### src/rtl/dma_ucode_channel.sv
module dma_ucode_channel #(
  parameter int PAW = 8
) (
  input  logic           clk,
  input  logic           rst_n,
  input  logic           pm_we,
  input  logic [PAW-1:0] pm_waddr,
  input  logic [7:0]     pm_wdata,
  input  logic           start,
  input  logic [PAW-1:0] start_pc,
  input  logic           kill,
  input  logic           evt_clr,
  output logic           mreq_valid,
  output logic           mreq_write,
  output logic [31:0]    mreq_addr,
  output logic [3:0]     mreq_beats_m1,
  output logic [2:0]     mreq_size,
  input  logic           mreq_ready,
  output logic [1:0]     status,
  output logic           evt_flag,
  output logic [7:0]     evt_id,
  output logic           abort
);
  localparam int DEPTH = 1 << PAW;
  localparam logic [PAW-1:0] ONE = 1;

  typedef enum logic [2:0] {S_IDLE, S_FETCH, S_OPER, S_EXEC, S_WAIT, S_FAULT} st_t;

  st_t            st;
  logic [7:0]     pmem [DEPTH];
  logic [PAW-1:0] pc, ipc;
  logic [7:0]     op;
  logic [39:0]    opnd;
  logic [2:0]     rem;
  logic [31:0]    sar, dar, ccr;
  logic [7:0]     lc0, lc1;

  function automatic logic [2:0] op_len(input logic [7:0] o);
    case (o)
      8'hBC:                             op_len = 3'd6;
      8'h20, 8'h22, 8'h38, 8'h3C, 8'h34: op_len = 3'd2;
      8'h04, 8'h08, 8'h00:               op_len = 3'd1;
      default:                           op_len = 3'd0;
    endcase
  endfunction

  always_ff @(posedge clk)
    if (pm_we) pmem[pm_waddr] <= pm_wdata;

  wire [7:0]     cur     = pmem[pc];
  wire [2:0]     cur_len = op_len(cur);
  wire [7:0]     arg     = opnd[39:32];
  wire [PAW-1:0] back    = ipc - PAW'(arg);
  wire [31:0]    src_step = ({28'd0, ccr[7:4]} + 32'd1) << ccr[3:1];
  wire [31:0]    dst_step = ({28'd0, ccr[21:18]} + 32'd1) << ccr[17:15];

  assign mreq_valid    = (st == S_WAIT);
  assign mreq_write    = (op == 8'h08);
  assign mreq_addr     = mreq_write ? dar : sar;
  assign mreq_beats_m1 = mreq_write ? ccr[21:18] : ccr[7:4];
  assign mreq_size     = mreq_write ? ccr[17:15] : ccr[3:1];
  assign abort         = (st == S_FAULT);
  assign status        = (st == S_IDLE)  ? 2'd0 :
                         (st == S_WAIT)  ? 2'd2 :
                         (st == S_FAULT) ? 2'd3 : 2'd1;

  always_ff @(posedge clk) begin
    if (!rst_n) begin
      st       <= S_IDLE;
      pc       <= '0;
      ipc      <= '0;
      op       <= '0;
      opnd     <= '0;
      rem      <= '0;
      sar      <= '0;
      dar      <= '0;
      ccr      <= '0;
      lc0      <= '0;
      lc1      <= '0;
      evt_flag <= 1'b0;
      evt_id   <= '0;
    end else begin
      if (evt_clr) evt_flag <= 1'b0;
      if (kill) begin
        st <= S_IDLE;
      end else begin
        case (st)
          S_IDLE: if (start) begin
            pc <= start_pc;
            st <= S_FETCH;
          end
          S_FETCH: begin
            op  <= cur;
            ipc <= pc;
            pc  <= pc + ONE;
            rem <= cur_len - 3'd1;
            if (cur_len == 3'd0)      st <= S_FAULT;
            else if (cur_len == 3'd1) st <= S_EXEC;
            else                      st <= S_OPER;
          end
          S_OPER: begin
            opnd <= {cur, opnd[39:8]};
            pc   <= pc + ONE;
            rem  <= rem - 3'd1;
            if (rem == 3'd1) st <= S_EXEC;
          end
          S_EXEC: begin
            st <= S_FETCH;
            case (op)
              8'hBC:
                case (opnd[2:0])
                  3'd0:    sar <= opnd[39:8];
                  3'd1:    ccr <= opnd[39:8];
                  3'd2:    dar <= opnd[39:8];
                  default: st  <= S_FAULT;
                endcase
              8'h20: lc0 <= arg;
              8'h22: lc1 <= arg;
              8'h38: if (lc0 != 8'd0) begin
                lc0 <= lc0 - 8'd1;
                pc  <= back;
              end
              8'h3C: if (lc1 != 8'd0) begin
                lc1 <= lc1 - 8'd1;
                pc  <= back;
              end
              8'h04, 8'h08: st <= S_WAIT;
              8'h34: begin
                evt_flag <= 1'b1;
                evt_id   <= arg;
              end
              default: st <= S_IDLE;
            endcase
          end
          S_WAIT: if (mreq_ready) begin
            if (mreq_write) begin
              if (ccr[14]) dar <= dar + dst_step;
            end else begin
              if (ccr[0]) sar <= sar + src_step;
            end
            st <= S_FETCH;
          end
          default: ;
        endcase
      end
    end
  end
endmodule

### config.mk
export PLATFORM = sky130hd
export DESIGN_NAME = dma_ucode_channel
export DESIGN_NICKNAME = d
export VERILOG_FILES = /design/src/rtl/dma_ucode_channel.sv
export SDC_FILE = /design/constraint.sdc
export NUM_CORES = 2
export LEC_CHECK = 0
export BUFFER_PORTS_ARGS = -buffer_cell sky130_fd_sc_hd__clkbuf_2
export CORE_UTILIZATION = 50
export DETAILED_ROUTE_END_ITERATION = 10
export PLACE_DENSITY = 0.68
export SLEW_MARGIN = 20
export SYNTH_ARGS = -nofsm -noshare
export SYNTH_HDL_FRONTEND = slang
export SYNTH_SLANG_ARGS = --single-unit
### constraint.sdc
create_clock -name clk -period 3.6 [get_ports clk]
set_clock_uncertainty 0.1 [all_clocks]
set_input_delay 0.36 -clock clk [delete_from_list [all_inputs] [get_ports clk]]
set_output_delay 0.36 -clock clk [all_outputs]
set_load 0.01 [all_outputs]
# Yosys cells after proc, flatten, opt, wreduce, memory -nomap -nowiden
# Memories as Yosys holds them, arrays and structs flattened. A register that Yosys moved wholly into a read port is not among the register bits.
# Index checks and enable logic that the tools add are counted.
[totals]
inputBits = 31
ram_bits = 2048
n_memories = 1
output_inout_bits = 53
word_cells = 143
reg_bits = 181
[memory_table]
columns = ["name", "words", "width", "rd", "rd_ports_with_merged_regs", "write_ports", "line", "text"]
rows = [
  ["pmem", 256, 8, 1, 1, 1, "30", "logic [7:0] pmem [DEPTH];"],
]
[classes]
n_reduce_logical = 30
eq_ne = 40
n_bitwise = 2
add_sub_neg = 10
mux = 45
shift = 2
[op_table]
columns = ["cell", "count"]
rows = [
  ["$mux 32", 11],
  ["$pmux 32 s2", 2],
  ["$eq 8x6->1 const B", 10],
  ["$add 32x32->32", 2],
  ["$shl 5x3->32", 2],
  ["$mux 8", 7],
  ["$pmux 8 s2", 3],
  ["$pmux 8 s3", 1],
  ["$mux 3", 6],
  ["$pmux 3 s3", 2],
  ["$eq 8x3->1 const B", 2],
  ["$eq 8x4->1 const B", 2],
  ["$eq 8x8->1 const B", 2],
  ["$reduce_and 4->1", 4],
  ["$reduce_bool 8->1", 2],
  ["$sub 8x1->8 const B", 2],
  ["$pmux 3 s5", 1],
  ["$ne 2x1->1 const B", 7],
  ["$reduce_and 7->1", 2],
  ["$eq 3x1->1 const B", 4],
  ["$add 4x1->5 const B", 2],
  ["$ne 2x2->1 const B", 5],
  ["$reduce_or 5->1", 2],
  ["$eq 3x2->1 const B", 3],
  ["21 further kinds", 43],
]

# Depth between registers and ports, before layout
[depth]
ltp_word = 7
mapped_depth = 21

# Worst setup path before layout
# No wires, ideal clock.
[synth_path]
kind = "flip-flop to flip-flop"
start = "register ccr[5]"
end = "register sar[16]"
setup_time_ns = 0.115
slack_ns = -0.321
stages_incl_launch_ff = 18
required_ns = 3.385
n_path_buf = 0
period_less_slack_ns = 3.921
t_arrival_ns = 3.706
cell_sequence = "dfxtp_1 -> ha_1 -> xor2_1 -> nor2_1 -> a211oi_1 -> a31oi_1 -> nor2_1 -> ha_1 -> nor2b_1 -> o21ai_0 -> a21boi_0 -> o21a_1 -> o21ai_0 -> a21oi_1 -> o31ai_1 -> nor2_1 -> a31o_2 -> a2111oi_0"
[synth_via]
elab_chain_cells = 7
[synth_rtl]
columns = ["element", "line", "text"]
rows = [
  ["start, declared", "35", "logic [31:0] sar, dar, ccr;"],
  ["start signal, assigned", "113", "3'd1: ccr <= opnd[39:8];"],
  ["$add 4x1->5", "54", "wire [31:0] src_step = ({28'd0, ccr[7:4]} + 32'd1) << ccr[3:1];"],
  ["$shl 5x3->32", "54", ""],
  ["$add 32x32->32", "139", "if (ccr[0]) sar <= sar + src_step;"],
  ["$mux 32", "139", ""],
  ["$mux 32", "136", "if (mreq_write) begin"],
  ["$mux 32", "135", "S_WAIT: if (mreq_ready) begin"],
  ["$pmux 32 s2", "87", "case (st)"],
  ["end signal, assigned", "112", "3'd0: sar <= opnd[39:8];"],
  ["end signal, assigned", "139", ""],
  ["end, declared", "35", ""],
]
# Every way passes these cells. The select of a mux whose other input is x is not followed.
# A chain may end at the register's enable or synchronous reset.

==> impl_results.md <==
- Syn nets: 5252
- Reg clk slew, reported paths: 0.06 ns
- # DRC: 0
- Max-Cap Viols: 0
- Average wire per standard cell: 29.1 µm
- Port Buffers: 83
- Post-synthesis cell count: 5175
- Fmax achieved: 0.234 GHz
- DR vias/cell: 6.29
- Final setup vio count: 9
- Library cells used by synthesis: 94
- Final Hold Viols: 0
- Most common cell in the netlist: edfxtp_1
- Final Max Tran Viols: 0
- Top-area cell type share of the netlist area: 0.678
- Async SR Flop Fraction: 0
- Area of the die: 183000 µm²
- Met3 wire len: 23.8 mm
- TritonCTS buffer count: 214
- Crit path arrival time: 4.91 ns
- Post-route antenna net violation count: 0
- EDFF count, synth: 2048
- Seq pwr share: 0.518
- RSZ-0062 raised after global routing: true
- Fin area: 108000 µm²
- Chip height: 428 µm
- Failing checks: setup timing
- CP max FO: 12
- Status: finished with violations
- Total power draw: 0.0546 W
- Final #Nets: 6140
- Via count: 54083
- Synth top area cells: edfxtp_1, mux4_2, dfxtp_1
- Core Area: 179000 µm²
- Design internal power: 0.0426 W
- Grt total ovfl: 0
- Post-DP Area: 99000 µm²
- Critical path type: reg2reg
- WP data required: 4.24 ns
- Row cnt: 155
- Hold WC Path Type: in2reg
- Initial antenna violation count: 10
- Setup ws final: -0.668 ns
- Seq cells post-synth: 2226
- Critical path launch point type: flip-flop
- Placed cell count: 8102
- Final Non-Filler Cells: 8600
- Gpl congestion: 0.900
- Synth-to-Final Area Change: 19.6%
- Starting DRT DRC Count: 7011
- Final WL: 251 mm
- Net Sw Power: 0.0121 W
- Hpwl dp: 164 mm
- Netlist Area Pre-Place: 90700 µm²
- Ys flop type: edfxtp_1
- Comb pwr share: 0.073
- Clock power share: 0.409
- Vias in the first global route: 52674
- Smallest hold slack: 0.0322 ns
- Root buffer cell: clkbuf_16
- First-pass detailed-route iteration total: 8
- IO Count: 84
- Synth cell count leaders: edfxtp_1, nor2_1, mux4_2, nand2_1, dfxtp_1
- First-pass GRT wire length: 361 mm
- Met1 wire length: 95.7 mm
- Actual slew at the worst max-slew pin: 1.12 ns
- Synth Area per Inst: 17.5 µm²
- Worst VDD drop: 0.477 mV
- CTS Buffer Depth: 3
- Synthesis Warnings: 0
- Sequential fraction of the synthesis area: 0.718
- CP endpoint kind: flip-flop
- Starting Density: 0.506
- Sw frac: 0.221
- Min Tclk post-route: 4.27 ns
- Clock tree sinks: 2226
- Later-pin clock latency in the skew report: 0.86 ns
- Crit share post-route: 1.19
- Uppermost layer routed: met5
- Chip Width: 428 µm
- GRT Overall Usage: 0.270
- H-Tree Depth: 4
- Rel. slew slack: 0.256
- Share of layout cells above drive strength 1: 0.307
- CTS tree: yes
- Leakage power: 35.4 nW
- Leading area contributor after synthesis: edfxtp_1
- Largest net degree at the start of global routing: 146
- Met2 wire len: 120 mm
- Total power density per cell area: 504 nW/µm²
- Total negative slack: -3.30 ns
-- routing by layer --
metal / vias to the layer above / GRT usage
li1: 22627 / -
met1: 27724 / 0.369
met2: 3149 / 0.432
met3: 579 / 0.0464
met4: 4 / 0.113
met5: - / 0
-- power groups by stage --
| stage | sequential, W | combinational [W] | clock, W |
|---|---|---|---|
| 2_1_floorplan | 0.0289 | 0.00175 | 0 |
| 3_3_place_gp | 0.0289 | 0.00347 | 0 |
| 3_5_place_dp | 0.0289 | 0.00352 | 0 |
| 4_1_cts | 0.0283 | 0.00383 | 0.0226 |
| 5_1_grt | 0.0283 | 0.00413 | 0.0235 |
| 6_report | 0.0283 | 0.00399 | 0.0223 |
-- flip-flops by register name, summed over array words and instances (netlist names), named ones only --
signal    flops
pmem       2048
opnd         35
dar          32
sar          32
ccr          16
evt_id        8
ipc           8
lc0           8
lc1           8
op            8
pc            8
rem           3
st            3
evt_flag      1
-- worst max-delay path: stages (launching register included) --
cell	delay, ns
dfxtp_4	0.35
buf_12	0.14
buf_12	0.15
and2_4	0.16
buf_12	0.15
buf_12	0.15
a22oi_2	0.20
a21oi_2	0.10
nor4_2	0.40
o211ai_1	0.29
or4_4	0.52
maj3_2	0.32
o22ai_2	0.16
nand4_1	0.14
buf_6	0.16
ha_4	0.23
nor2_1	0.09
a21oi_1	0.05
o22ai_1	0.16
nor2_1	0.06
-- cell type report --
type / count / area [µm²]
Inverter: 56 / 213
Clock inverter: 129 / 1290
Tap cell: 2355 / 2950
Clock buffer: 262 / 5650
Sequential cell: 2226 / 65100
Fill cell: 12756 / 70800
Antenna cell: 7 / 17.5
Multi-Input combinational cell: 2573 / 24400
Timing Repair Buffer: 992 / 8810
-- cell families after synthesis --
group                    synth area share
XOR/XNOR                          0.00290
adder cells (fa/ha/maj)           0.00671
multiplexers                        0.138
AND/OR/NAND/NOR                    0.0567
buffers and inverters              0.0261
flip-flops                          0.718
AO/OA/AOI/OAI                      0.0523
-- timing repair --
item / 4_1_cts / 5_1_grt
buffers inserted: 57 / 32
gates resized for setup: 231 / 107
pin swaps: 67 / 55
endpoints found under the setup margin: 53 / 49
cloned: 8 / 1
hold endpoints to repair: 166 / 0
hold buffers: 16 / 0
-- path summary, 6_finish.rpt --
check              start           end  slack [ns]  cells after the start
min reg2reg       ipc[0]        ipc[0]        0.36                      2
max            flip-flop        rem[1]       -0.67                     19
min          pm_wdata[6]  pmem[107][6]        0.03                      1
max reg2reg    flip-flop        rem[1]       -0.67                     19
-- per-stage QoR --
stage	utilization	setup slack (ns)
after floorplan	-	-0.164
after CTS	0.601	-0.560
after global placement	0.553	-1.67
final	0.605	-0.668
after detailed placement	0.553	-1.44
after global routing	0.605	-0.765
-- cells in the final DEF, fill, tap and decap left out, types with 48 or more instances in the layout --
master and n:
a21oi_1 165, nor2_1 434, nand2_1 350, mux4_2 409
dfxtp_1 166, buf_12 81, nand3_1 74, inv_1 48
mux2i_1 156, clkbuf_16 219, edfxtp_1 2048, mux4_1 59
o22ai_1 68, o21ai_0 89, a22oi_1 62, clkbuf_2 75
buf_4 768
(Power assumes the default switching activity.)
